==> config.mk <==
export PLATFORM = sky130hd
export DESIGN_NAME = irq_aggr_top
export DESIGN_NICKNAME = d
export VERILOG_FILES = /design/src/rtl/irq_aggr_pkg.sv /design/src/rtl/irq_status_bank.sv /design/src/rtl/irq_abort_capture.sv /design/src/rtl/irq_reg_port.sv /design/src/rtl/irq_aggr_top.sv
export SDC_FILE = /design/constraint.sdc
export NUM_CORES = 1
export LEC_CHECK = 0
export BUFFER_PORTS_ARGS = -buffer_cell sky130_fd_sc_hd__clkbuf_2
export CORE_ASPECT_RATIO = 0.7
export CORE_MARGIN = 3
export CORE_UTILIZATION = 51
export DETAILED_ROUTE_END_ITERATION = 8
export HOLD_SLACK_MARGIN = 0.12
export PLACE_DENSITY = 0.9
export SETUP_SLACK_MARGIN = 0.5
export SYNTH_ARGS = -nofsm -noshare
export SYNTH_HDL_FRONTEND = slang
export SYNTH_SLANG_ARGS = --single-unit
==> constraint.sdc <==
create_clock -name clk -period 2 [get_ports clk]
set_input_delay 0.3 -clock clk [delete_from_list [all_inputs] [get_ports clk]]
set_output_delay 0.3 -clock clk [all_outputs]
set_load 0.02 [all_outputs]
==> src/rtl/irq_aggr_pkg.sv <==
package irq_aggr_pkg;

    localparam int NSRC   = 12;
    localparam int ABRT_W = 13;

    // status bit positions (decoded by software, so fixed)
    localparam int SRC_RX_FULL  = 2;
    localparam int SRC_TX_EMPTY = 4;
    localparam int SRC_TX_ABRT  = 6;

    localparam logic [NSRC-1:0] LEVEL_SRC = NSRC'((1 << SRC_RX_FULL) | (1 << SRC_TX_EMPTY));
    localparam logic [NSRC-1:0] HELD_SRC  = ~LEVEL_SRC;

    // register addresses
    localparam int A_MASKED   = 0;
    localparam int A_RAW      = 1;
    localparam int A_MASK     = 2;
    localparam int A_REASON   = 3;
    localparam int A_GCLR     = 4;
    localparam int A_CLR_BASE = 16;

    typedef enum logic [2:0] {
        RS_NONE,
        RS_MASKED,
        RS_RAW,
        RS_MASK,
        RS_REASON,
        RS_GCLR,
        RS_ONE
    } rsel_t;

    typedef struct packed {
        rsel_t           sel;
        logic            gclr;
        logic            wr_mask;
        logic [NSRC-1:0] one_hit;
    } acc_t;

    function automatic acc_t decode_access(input int unsigned a, input logic rd, input logic wr);
        acc_t r;
        r.sel     = RS_NONE;
        r.gclr    = 1'b0;
        r.wr_mask = wr && (a == A_MASK);
        r.one_hit = '0;
        for (int b = 0; b < NSRC; b++) begin
            if (a == A_CLR_BASE + b) r.one_hit[b] = rd;
        end
        if (rd) begin
            case (a)
                A_MASKED: r.sel = RS_MASKED;
                A_RAW:    r.sel = RS_RAW;
                A_MASK:   r.sel = RS_MASK;
                A_REASON: r.sel = RS_REASON;
                A_GCLR:   begin r.sel = RS_GCLR; r.gclr = 1'b1; end
                default:  r.sel = (|r.one_hit) ? RS_ONE : RS_NONE;
            endcase
        end
        return r;
    endfunction

endpackage

==> src/rtl/irq_status_bank.sv <==
module irq_status_bank
    import irq_aggr_pkg::*;
(
    input  logic            clk,
    input  logic            rst,
    input  logic [NSRC-1:0] set_i,
    input  logic [NSRC-1:0] lvl_i,
    input  logic [NSRC-1:0] clr_i,
    output logic [NSRC-1:0] raw_o
);

    logic unused_bits;
    assign unused_bits = ^(lvl_i & HELD_SRC) ^ ^(set_i & LEVEL_SRC) ^ ^(clr_i & LEVEL_SRC);

    for (genvar b = 0; b < NSRC; b++) begin : g_bit
        if (LEVEL_SRC[b]) begin : g_level
            assign raw_o[b] = lvl_i[b];
        end else begin : g_held
            logic q;
            always_ff @(posedge clk) begin
                if (rst)           q <= 1'b0;
                else if (set_i[b]) q <= 1'b1;
                else if (clr_i[b]) q <= 1'b0;
            end
            assign raw_o[b] = q;
        end
    end

endmodule

==> src/rtl/irq_abort_capture.sv <==
module irq_abort_capture
    import irq_aggr_pkg::*;
(
    input  logic              clk,
    input  logic              rst,
    input  logic              set_i,
    input  logic [ABRT_W-1:0] rsn_i,
    input  logic              clr_i,
    output logic [ABRT_W-1:0] rsn_o
);

    always_ff @(posedge clk) begin
        if (rst)        rsn_o <= '0;
        else if (set_i) rsn_o <= (clr_i ? '0 : rsn_o) | rsn_i;
        else if (clr_i) rsn_o <= '0;
    end

endmodule

==> src/rtl/irq_reg_port.sv <==
module irq_reg_port
    import irq_aggr_pkg::*;
#(
    parameter int ADDR_W = 5,
    parameter int DATA_W = 16
) (
    input  logic              clk,
    input  logic              rst,
    input  logic              rd_en_i,
    input  logic              wr_en_i,
    input  logic [ADDR_W-1:0] addr_i,
    input  logic [DATA_W-1:0] wdata_i,
    input  logic [NSRC-1:0]   raw_i,
    input  logic [ABRT_W-1:0] rsn_i,
    output logic [NSRC-1:0]   mask_o,
    output logic [NSRC-1:0]   clr_o,
    output logic              rsn_clr_o,
    output logic [DATA_W-1:0] rdata_o
);

    acc_t              acc;
    logic [DATA_W-1:0] rd_next;
    logic              unused_wdata;

    assign acc          = decode_access(int'(addr_i), rd_en_i, wr_en_i);
    assign unused_wdata = ^wdata_i;

    assign clr_o     = (acc.one_hit | {NSRC{acc.gclr}}) & HELD_SRC;
    assign rsn_clr_o = acc.gclr | acc.one_hit[SRC_TX_ABRT];

    always_comb begin
        case (acc.sel)
            RS_MASKED: rd_next = DATA_W'(raw_i & mask_o);
            RS_RAW:    rd_next = DATA_W'(raw_i);
            RS_MASK:   rd_next = DATA_W'(mask_o);
            RS_REASON: rd_next = DATA_W'(rsn_i);
            RS_GCLR:   rd_next = DATA_W'(|(raw_i & HELD_SRC));
            RS_ONE:    rd_next = DATA_W'(|(acc.one_hit & raw_i & HELD_SRC));
            default:   rd_next = '0;
        endcase
    end

    always_ff @(posedge clk) begin
        if (rst) begin
            mask_o  <= '0;
            rdata_o <= '0;
        end else begin
            if (acc.wr_mask) mask_o <= wdata_i[NSRC-1:0];
            if (rd_en_i)     rdata_o <= rd_next;
        end
    end

endmodule

==> src/rtl/irq_aggr_top.sv <==
module irq_aggr_top
    import irq_aggr_pkg::*;
#(
    parameter int ADDR_W = 5,
    parameter int DATA_W = 16
) (
    input  logic              clk,
    input  logic              rst,
    input  logic [11:0]       evt_i,
    input  logic              rx_full_lvl_i,
    input  logic              tx_empty_lvl_i,
    input  logic [12:0]       abrt_rsn_i,
    input  logic              rd_en_i,
    input  logic              wr_en_i,
    input  logic [ADDR_W-1:0] addr_i,
    input  logic [DATA_W-1:0] wdata_i,
    output logic [DATA_W-1:0] rdata_o,
    output logic              irq_o
);

    logic [NSRC-1:0]   lvl_vec;
    logic [NSRC-1:0]   raw_stat;
    logic [NSRC-1:0]   mask_q;
    logic [NSRC-1:0]   clr_vec;
    logic              rsn_clr;
    logic [ABRT_W-1:0] abort_reason;

    always_comb begin
        lvl_vec               = '0;
        lvl_vec[SRC_RX_FULL]  = rx_full_lvl_i;
        lvl_vec[SRC_TX_EMPTY] = tx_empty_lvl_i;
    end

    irq_status_bank u_bank (
        .clk   (clk),
        .rst   (rst),
        .set_i (evt_i),
        .lvl_i (lvl_vec),
        .clr_i (clr_vec),
        .raw_o (raw_stat)
    );

    irq_abort_capture u_abrt (
        .clk   (clk),
        .rst   (rst),
        .set_i (evt_i[SRC_TX_ABRT]),
        .rsn_i (abrt_rsn_i),
        .clr_i (rsn_clr),
        .rsn_o (abort_reason)
    );

    irq_reg_port #(.ADDR_W(ADDR_W), .DATA_W(DATA_W)) u_port (
        .clk       (clk),
        .rst       (rst),
        .rd_en_i   (rd_en_i),
        .wr_en_i   (wr_en_i),
        .addr_i    (addr_i),
        .wdata_i   (wdata_i),
        .raw_i     (raw_stat),
        .rsn_i     (abort_reason),
        .mask_o    (mask_q),
        .clr_o     (clr_vec),
        .rsn_clr_o (rsn_clr),
        .rdata_o   (rdata_o)
    );

    assign irq_o = |(raw_stat & mask_q);

endmodule

==> results.tsv, run 1 <==
stage	metric	value	unit
outcome	outcome	completed	
clocking	CTS tree	built	
clocking	Clock Pin Slew Worst Setup and Hold Paths	0.09	ns
floorplanning	core area	4070	um2
clocking	CTS Buf Count	5	
global_route	antenna violations before repair	0	
final_layout	Synth-to-Final Area Change	25.9	%
logic_synthesis	main flop type after synthesis	dfxtp_1	
floorplanning	Die Area	5220	um2
place	DP HPWL	4.44	mm
final_layout	fillers	328	
timing	final period utilization	86.5	%
timing	setup_tns	0	ns
floorplanning	row count	19	
critical_path	critical path data arrival time	1.43	ns
critical_path	Critical Path RT	1.70	ns
final_layout	# nets final	364	
timing	Tmin final	1.73	ns
critical_path	CP max-delay cell	dfxtp_4	
final_layout	layout cell share with drive strength beyond 1	33.8	%
floorplanning	Die X	85.1	um
critical_path	CP Capture Type	primary output	
logic_synthesis	number of distinct library cells after synthesis	44	
clocking	CTS Sinks	48	
min_path	type of the tightest min-delay check	input pin to flip-flop	
power_and_ir_drop	pwr dens	693	nW/um2
routing	Initial DRC Count	261	
routing	TritonRoute pass-1 iters	5	
place	placer's final routability congestion estimate	0.899	
routing	average wire per standard cell	17.5	um
global_route	GRT Util Overall	24.1	%
critical_path	Crit Path Max Fanout	3	
logic_synthesis	number of synthesis warnings	0	
logic_synthesis	Area contributors post-synth	dfxtp_1, mux2i_1, nor2_1, a22oi_1, a21oi_1	
clocking	root buffer cell	clkbuf_8	
logic_synthesis	Syn Area/Cell	9.12	um2
place	IO buf count	59	
global_route	GR Overflow Total	0	
routing	Vias/cell	6.31	
clocking	hold buffer count at CTS	0	
clocking	clk_lat worst skew	0.30	ns
critical_path	crit path cell chain	a22o_1 > a221oi_2 > nand3_1 > clkbuf_8	
routing	post-route antenna net violation count	0	
logic_synthesis	FFs w/ async S/R, synth	0	%
timing	min setup slack post-route	0.269	ns
place	pre-CTS setup slack	0.257	ns
logic_synthesis	top-area cell type share of the netlist area	43.0	%
timing	Worst Skew	0.00961	ns
global_route	vias in the first global route	2103	
logic_synthesis	Synth Register Bits	48	
timing	final setup violation count	0	
floorplanning	Initial Util	55.0	%
critical_path	CP Class	flip-flop to primary output	
timing	Final Hold Vio Count	0	
logic_synthesis	compound-gate portion of the synthesized area	26.0	%
logic_synthesis	EDFF count, synth	0	
logic_synthesis	leading area contributor after synthesis	dfxtp_1	
job	Max-Cap Viols	0	
power_and_ir_drop	Pleak	1.23	nW
logic_synthesis	sequential cell area fraction in the yosys report	43.0	%
floorplanning	IO Count	69	
power_and_ir_drop	maximum vdd drop	700	uV
logic_synthesis	Syn Inst Count	245	
floorplanning	Die Y	61.4	um
routing	# DRC	0	
timing	f_max	0.578	GHz
logic_synthesis	Synth Area in XOR/XNOR	0	%
global_route	largest net degree at the start of global routing	21	
logic_synthesis	Synth Area in Adders	0	%
routing	vias post-DR	2292	
routing	Routed WL	6.35	mm
logic_synthesis	Mapped Area	2230	um2
clocking	H-tree levels	2	
logic_synthesis	post-synthesis mux area share	8.62	%
timing	Final Max Slew Viols	0	
critical_path	slowest stage delay, CP	0.36	ns
logic_synthesis	Synth Area in Simple Gates	16.5	%
global_route	first-pass GRT wire length	9.75	mm
clocking	buffer depth of the longest clock path	2	
logic_synthesis	largest family of logic cells by synthesized area	compound AO/OA/AOI/OAI gates	
final_layout	diodes inserted	0	
critical_path	Worst setup SP type	flip-flop	
timing	RSZ-0062 raised after global routing	yes	
-- cells by family (layout without fill, tap and decap cells) --
family,after synthesis,in the layout
AOI/OAI and AO/OA,77,78
and+or+nand+nor,76,76
DFF,48,48
buffers and inverters,25,88
muxes,18,18
other,1,3
-- sequential cells by signal, summed over array words and instances, names as in the netlist --
register	cells
u_port.mask_o	12
u_port.rdata_o	13
u_abrt.rsn_o	13
u_bank.g_bit.g_held.q	10
-- power by group --
group	total, mW	switching [mW]	internal, mW
logic	0.257	0.142	0.115
registers	1.03	0.0357	0.990
clock network	0.666	0.307	0.359
total	1.95	0.484	1.46
-- timing repair --
action	in CTS	in global routing
hold endpoints to repair	0	0
pin swaps	4	3
resized for setup	16	4
buffers inserted	5	1
setup endpoints to repair	2	25
cloned	0	1
-- through the flow --
stage / utilization (%) / instance area (um2) / std cells / total power, mW / hold slack, ns
3_3_place_gp: 63.9 / 2600 / 350 / 1.27 / 0.486
5_1_grt: 69.2 / 2810 / 363 / 2.00 / 0.213
6_report: 69.2 / 2810 / 363 / 1.95 / 0.200
2_1_floorplan: - / 2250 / 247 / 1.18 / 0.417
3_5_place_dp: 63.9 / 2600 / 350 / 1.28 / 0.492
4_1_cts: 68.5 / 2780 / 361 / 1.94 / 0.204
-- worst max-delay path, delay by kind of cell, from the launching register on --
| kind | cells | cell delay [ns] |
|---|---|---|
| and+or+nand+nor | 1 | 0.15 |
| DFF | 1 | 0.36 |
| AOI/OAI and AO/OA | 2 | 0.45 |
| buffers and inverters | 1 | 0.18 |
-- cells in the final DEF, fill, tap and decap left out, types with 2 or more instances in the layout --
cell / Yosys / routed
a31oi_1: 10 / 10
a32oi_1: 4 / 4
inv_1: 4 / 4
and3_1: 3 / 3
clkbuf_2: 0 / 58
a22o_1: 3 / 3
o21ai_2: 0 / 2
a222oi_1: 7 / 7
nand2_1: 14 / 13
o2bb2ai_1: 4 / 4
a21oi_1: 14 / 14
o22ai_1: 3 / 3
a221oi_2: 0 / 3
mux2i_1: 17 / 17
dfxtp_1: 48 / 43
nand3_1: 4 / 4
dfxtp_4: 0 / 4
o2111ai_1: 7 / 7
conb_1: 1 / 3
nor2_1: 40 / 40
buf_4: 4 / 18
or4_4: 0 / 2
a22oi_1: 16 / 16
clkbuf_8: 0 / 6
-- worst paths after layout --
check	to	startpoint	slack, ns	depth (start not counted)
hold / removal	u_bank.g_bit[11].g_held.q$_SDFFE_PP0P_	evt_i[11]	0.20	3
hold reg to reg	u_abrt.rsn_o[6]$_SDFF_PP0_	u_abrt.rsn_o[6]$_SDFF_PP0_	0.51	2
setup reg to reg	u_port.rdata_o[0]$_SDFFE_PP0P_	u_bank.g_bit[6].g_held.q$_SDFFE_PP0P_	0.38	5
setup / recovery	irq_o	u_bank.g_bit[6].g_held.q$_SDFFE_PP0P_	0.27	4
-- layer usage --
metal / part of all wire [%] / up-vias / track usage [%]
li1: - / 1063 / -
met1: 41 / 1092 / 30.8
met2: 47 / 124 / 40.3
met3: 9.9 / 13 / 6.68
met4: 1.8 / 0 / 8.13
met5: 0 / - / 0
-- synth_stat cells, drive strengths merged (2+ instances only) --
| master | instances |
|---|---|
| a21oi | 14 |
| a221oi | 3 |
| a222oi | 7 |
| a22o | 3 |
| a22oi | 16 |
| a31oi | 10 |
| a32oi | 4 |
| and3 | 3 |
| buf | 13 |
| clkbuf | 7 |
| dfxtp | 48 |
| inv | 5 |
| mux2i | 17 |
| nand2 | 14 |
| nand3 | 4 |
| nor2 | 41 |
| nor4b | 3 |
| o2111ai | 7 |
| o21ai | 2 |
| o22ai | 4 |
| o2bb2ai | 4 |
| or4 | 2 |
-- layout make-up --
class	count	area (um2)	area share [%]
multi-input cells	175	1210	43.2
inverters	5	18.8	0.667
clock inverters	1	30.0	1.07
clock buffers	5	68.8	2.45
flip-flops and latches	48	977	34.7
well taps	52	65.1	2.31
repair buffers	77	439	15.6
No activity file was read; power rests on OpenSTA's default activity.
==> run 2: changes to the inputs <==
CORE_UTILIZATION = 35   (was 51)
PLACE_DENSITY = 0.68   (was 0.9)
==> run 2 against run 1 <==
  * Sequential power about the same
  * Clock power up 9.6%
  * Register-to-register slack about the same
  * Routed wire length up 4.4%
  * Total power up 3.4%
  * First-iteration DRC count up 10%
  * Fmax down 1.6%
  * Largest cell class unchanged
  * Largest power group unchanged
==> results.tsv, run 2 (synthesis gave the netlist of run 1 again) <==
stage	metric	value	unit	change
outcome	outcome	completed		
routing	post-route antenna net violation count	0		unchanged
clocking	CTS Buf Count	5		unchanged
critical_path	CP Capture Type	primary output		
power_and_ir_drop	Pint	1.48	mW	+1.3%
floorplanning	Die Y	72.9	um	+19%
final_layout	leading cell types in the layout, fill and taps excluded	clkbuf_2, dfxtp_1, nor2_1		
timing	final setup violation count	0		unchanged
timing	Final Hold Vio Count	0		unchanged
power_and_ir_drop	NetSw	0.531	mW	+9.6%
clocking	CTS tree	built		
global_route	first-pass GRT wire length	10.4	mm	+6.2%
critical_path	R2R setup slack	0.38	ns	about the same
final_layout	post-route insts no fill	385		+6.1%
timing	f_max	0.568	GHz	-1.6%
clocking	buffer depth of the longest clock path	2		unchanged
timing	Worst Skew	0.00848	ns	-0.00114 ns
power_and_ir_drop	combinational share of power	12.8	%	-0.4 points
timing	final period utilization	88.0	%	+1.4 points
critical_path	Critical Path RT	1.70	ns	about the same
clocking	clk_lat worst skew	0.31	ns	about the same
final_layout	Largest regs	u_abrt.rsn_o x13, u_port.rdata_o x13, u_port.mask_o x12		
floorplanning	core area	5960	um2	+47%
place	DP HPWL	4.78	mm	+7.7%
place	placed cell count	372		+6.3%
critical_path	CP Class	flip-flop to primary output		
global_route	largest net degree at the start of global routing	37		+76%
final_layout	# nets final	361		-0.82%
final_layout	commonest non-fill, non-tap cell in the layout	clkbuf_2		
routing	# DRC	0		unchanged
place	IO buf count	59		unchanged
power_and_ir_drop	pwr dens	712	nW/um2	+2.8%
power_and_ir_drop	switching part of the total power	26.4	%	+1.5 points
clocking	root buffer cell	clkbuf_8		
final_layout	diodes inserted	0		unchanged
critical_path	Worst setup SP type	flip-flop		
final_layout	layout cell share with drive strength beyond 1	33.2	%	-0.54 points
floorplanning	row count	23		+4
power_and_ir_drop	Pleak	1.23	nW	-0.32%
timing	actual slew at the worst max-slew pin	0.625	ns	
power_and_ir_drop	clock network power share	36.3	%	+2.1 points
clocking	H-tree levels	2		unchanged
timing	Final Max Slew Viols	0		unchanged
place	placer's final routability congestion estimate	0.889		-1.1%
routing	average wire per standard cell	17.2	um	-1.5%
power_and_ir_drop	maximum vdd drop	350	uV	-50%
final_layout	Synth-to-Final Area Change	26.6	%	
global_route	GR Overflow Total	0		unchanged
routing	vias post-DR	2239		-2.3%
power_and_ir_drop	share of power burned in registers	50.9	%	-1.8 points
clocking	hold buffer count at CTS	0		unchanged
routing	Routed WL	6.63	mm	+4.4%
clocking	Clock Pin Slew Worst Setup and Hold Paths	0.10	ns	about the same
floorplanning	Die Area	7390	um2	+42%
min_path	type of the tightest min-delay check	input pin to flip-flop		
global_route	vias in the first global route	2036		-3.2%
routing	Initial DRC Count	287		+10%
routing	Vias/cell	5.82		-7.9%
critical_path	critical path data arrival time	1.46	ns	+0.03 ns
timing	setup_tns	0	ns	unchanged
timing	Worst slew margin	58.3	%	
floorplanning	IO Count	69		unchanged
global_route	antenna violations before repair	0		unchanged
floorplanning	Die X	102	um	+19%
clocking	CTS Sinks	48		unchanged
global_route	GRT Util Overall	18.2	%	-5.9 points
floorplanning	Initial Util	37.5	%	-17 points
job	Max-Cap Viols	0		unchanged
routing	TritonRoute pass-1 iters	5		unchanged
timing	Tmin final	1.76	ns	+0.0286 ns
critical_path	Crit Path Max Fanout	2		-1
timing	RSZ-0062 raised after global routing	yes		
==> run 2: final timing paths <==
check / end / start / cells after the start
worst min register to register: u_abrt.rsn_o[7]$_SDFF_PP0_ / u_abrt.rsn_o[7]$_SDFF_PP0_ / 2
worst min-delay path: u_bank.g_bit[1].g_held.q$_SDFFE_PP0P_ / evt_i[1] / 3
worst max-delay path: irq_o / u_port.mask_o[6]$_SDFFE_PP0P_ / 4
worst max register to register: u_port.rdata_o[0]$_SDFFE_PP0P_ / u_bank.g_bit[11].g_held.q$_SDFFE_PP0P_ / 5
==> run 2: per-layer routing <==
metal  GRT usage (%)  wire length, um
met1            26.2             3080
met2            27.2             2940
met3            4.58              510
met4            4.57               94
met5               0                0
==> run 2: metrics by stage <==
step	instance area (um2)	total power [mW]	setup WS, ns	utilization [%]	hold WS [ns]
after CTS	2830	2.02	0.258	47.4	0.193
after floorplan	2250	1.18	0.498	-	0.417
after global placement	2620	1.28	0.336	43.9	0.488
after detailed placement	2620	1.28	0.266	43.9	0.490
after global routing	2830	2.10	0.185	47.5	0.196
final	2830	2.01	0.240	47.5	0.190
==> run 2: power groups by stage <==
stage / sequential [mW] / clock [mW] / combinational (mW)
final: 1.03 / 0.730 / 0.258
after global routing: 1.03 / 0.790 / 0.284
after CTS: 1.02 / 0.744 / 0.256
after detailed placement: 1.05 / 0 / 0.234
after global placement: 1.05 / 0 / 0.231
after floorplan: 1.04 / 0 / 0.143
==> run 2: area by class of cell <==
class | count | area [um2]
fill | 594 | 3130
multi-input combinational | 174 | 1190
sequential | 48 | 975
timing repair buffer | 75 | 432
tap | 75 | 93.8
clock buffer | 5 | 68.8
clock inverter | 3 | 46.3
inverter | 5 | 18.8
==> run 2: critical path, cell delays in order, from the launching register on <==
cell and delay (ns):
dfxtp_2 0.34, a22o_1 0.23, a221oi_2 0.24, nand3_1 0.17, clkbuf_8 0.18
==> run 2: repair_timing <==
action | CTS | global route
resized for setup | 17 | 1
pin swaps | 3 | 1
endpoints found under the setup margin | 2 | 4
hold endpoints to repair | 0 | 0
setup buffers | 5 | 0
==> run 3: changes to the inputs <==
--- a/constraint.sdc
+++ b/constraint.sdc
@@ -3,2 +3,2 @@
 set_output_delay 0.3 -clock clk [all_outputs]
-set_load 0.02 [all_outputs]
+set_load 0.05 [all_outputs]
==> run 3 against run 2 <==
  * Combinational power up 7%
  * Count of clock-buffer cells in the layout up 1
  * First-iteration DRC count up 17%
  * Total power down 0.61%
  * Clock power down 4.2%
  * Critical endpoint unchanged
  * Largest power group unchanged
  * Highest routed layer unchanged
==> results.tsv, run 3 (synthesis gave the netlist of run 1 again) <==
stage	metric	value	unit	change
global_route	GRT Util Overall	18.0	%	-0.17 points
clocking	CTS Sinks	48		unchanged
global_route	first-pass GRT wire length	10.3	mm	-0.67%
final_layout	Synth-to-Final Area Change	28.3	%	
floorplanning	core area	5960	um2	unchanged
floorplanning	Die X	102	um	unchanged
place	placement-stage cell area	2620	um2	unchanged
global_route	largest net degree at the start of global routing	37		unchanged
final_layout	fillers	600		+1.0%
final_layout	leading cell types in the layout, fill and taps excluded	clkbuf_2, dfxtp_1, nor2_1		
outcome	outcome	completed		
critical_path	Worst setup SP type	flip-flop		
place	placed cell count	372		unchanged
place	IO buf count	59		unchanged
timing	f_max	0.563	GHz	-1.0%
place	placer's final routability congestion estimate	0.889		about the same
routing	Initial DRC Count	336		+17%
clocking	root buffer cell	clkbuf_8		
min_path	type of the tightest min-delay check	input pin to flip-flop		
routing	average wire per standard cell	16.8	um	-2.3%
routing	# DRC	0		unchanged
timing	final period utilization	88.9	%	+0.89 points
critical_path	critical path data arrival time	1.48	ns	+0.02 ns
routing	Vias/cell	5.72		-1.7%
critical_path	CP max-delay cell	dfxtp_2		
floorplanning	Die Y	72.9	um	unchanged
global_route	GR Overflow Total	0		unchanged
critical_path	CP Class	flip-flop to primary output		
critical_path	Critical Path RT	1.70	ns	about the same
clocking	CTS tree	built		
global_route	antenna violations before repair	0		unchanged
critical_path	cell family with most CP delay	compound AO/OA/AOI/OAI gates		
clocking	buffer depth of the longest clock path	2		unchanged
place	DP HPWL	4.74	mm	-0.96%
floorplanning	IO Count	69		unchanged
final_layout	post-route insts no fill	388		+0.78%
timing	Hold WS	0.208	ns	+0.0184 ns
floorplanning	Initial Util	37.5	%	unchanged
timing	setup_tns	0	ns	unchanged
critical_path	slowest stage delay, CP	0.34	ns	about the same
final_layout	# nets final	364		+0.83%
final_layout	post-route cell area	2870	um2	+1.4%
timing	Worst slew margin	66.8	%	+8.5 points
clocking	clk_lat worst skew	0.30	ns	about the same
final_layout	commonest non-fill, non-tap cell in the layout	clkbuf_2		
critical_path	Bufs and invs on worst path	1		unchanged
critical_path	crit path cell chain	a22o_1 > a221oi_2 > nand3_1 > clkbuf_8		
routing	vias post-DR	2218		-0.94%
timing	actual slew at the worst max-slew pin	0.497	ns	-0.128 ns
critical_path	Crit Path Max Fanout	2		unchanged
clocking	H-tree levels	2		unchanged
floorplanning	Die Area	7390	um2	unchanged
global_route	vias in the first global route	1943		-4.6%
final_layout	layout cell share with drive strength beyond 1	33.9	%	+0.64 points
routing	Routed WL	6.52	mm	-1.6%
timing	Worst Skew	0.00609	ns	-0.00239 ns
floorplanning	row count	23		unchanged
power_and_ir_drop	maximum vdd drop	316	uV	-9.8%
timing	Final Max Slew Viols	0		unchanged
power_and_ir_drop	Pleak	1.25	nW	+2.1%
clocking	CTS Buf Count	5		unchanged
power_and_ir_drop	pwr dens	698	nW/um2	-2.0%
clocking	Clock Pin Slew Worst Setup and Hold Paths	0.09	ns	about the same
job	Max-Cap Viols	0		unchanged
timing	Final Hold Vio Count	0		unchanged
final_layout	Core Util, Final	48.1	%	+0.65 points
final_layout	diodes inserted	0		unchanged
critical_path	CP Capture Type	primary output		
routing	post-route antenna net violation count	0		unchanged
routing	TritonRoute pass-1 iters	5		unchanged
timing	final setup violation count	0		unchanged
timing	Tmin final	1.78	ns	+0.0178 ns
final_layout	Largest regs	u_abrt.rsn_o x13, u_port.rdata_o x13, u_port.mask_o x12		
timing	RSZ-0062 raised after global routing	yes		
[run 3: cell type report]
cell class	instances	area, um2	share of cell area (%)
clock inverters	2	35.0	1.22
repair buffers	78	467	16.3
clock buffers	6	72.6	2.53
flip-flops and latches	48	980	34.2
inverters	5	18.8	0.654
well taps	75	93.8	3.27
multi-input cells	174	1200	41.9
[run 3: per-stage QoR]
step           total power, mW  worst slack (ns)
5_1_grt                   2.10             0.165
3_5_place_dp              1.30             0.269
3_3_place_gp              1.29             0.335
6_report                  2.00             0.223
4_1_cts                   2.00             0.230
2_1_floorplan             1.20             0.498
[run 3: final timing paths]
kind | from | end | slack, ns | depth (start not counted)
worst max-delay path | u_port.mask_o[6]$_SDFFE_PP0P_ | irq_o | 0.22 | 4
worst min-delay path | evt_i[0] | u_bank.g_bit[0].g_held.q$_SDFFE_PP0P_ | 0.21 | 3
worst max register to register | u_bank.g_bit[8].g_held.q$_SDFFE_PP0P_ | u_port.rdata_o[0]$_SDFFE_PP0P_ | 0.38 | 4
worst min register to register | u_port.mask_o[11]$_SDFFE_PP0P_ | u_port.rdata_o[11]$_SDFFE_PP0P_ | 0.51 | 2
[run 3: worst min-delay path, delay by kind of cell]
kind | cells | cell delay, ns
compound gates | 1 | 0.03
buf+inv | 1 | 0.08
simple gates | 1 | 0.07
[run 3: metal layers]
metal  vias up  part of all wire [%]  global-route usage (%)
li1       1063                     -                       -
met1      1023                    47                    28.5
met2       121                    43                    24.6
met3        11                   9.0                    3.92
met4         0                   1.1                    3.98
met5         -                     0                       0
[run 3: what timing repair did]
item                                    in CTS  in global routing
hold buffers                                 0                  0
buffers inserted                             4                  4
cloned                                       0                  0
resized for setup                           15                  6
endpoints found under the setup margin       2                  7
pin swaps                                    3                  6
hold endpoints to repair                     0                  0
[run 3: report_power, final]
part           switching (mW)  internal [mW]  total [mW]
sequential             0.0340          0.991        1.03
combinational           0.157          0.121       0.277
clock                   0.328          0.371       0.699
total                   0.519           1.48        2.00
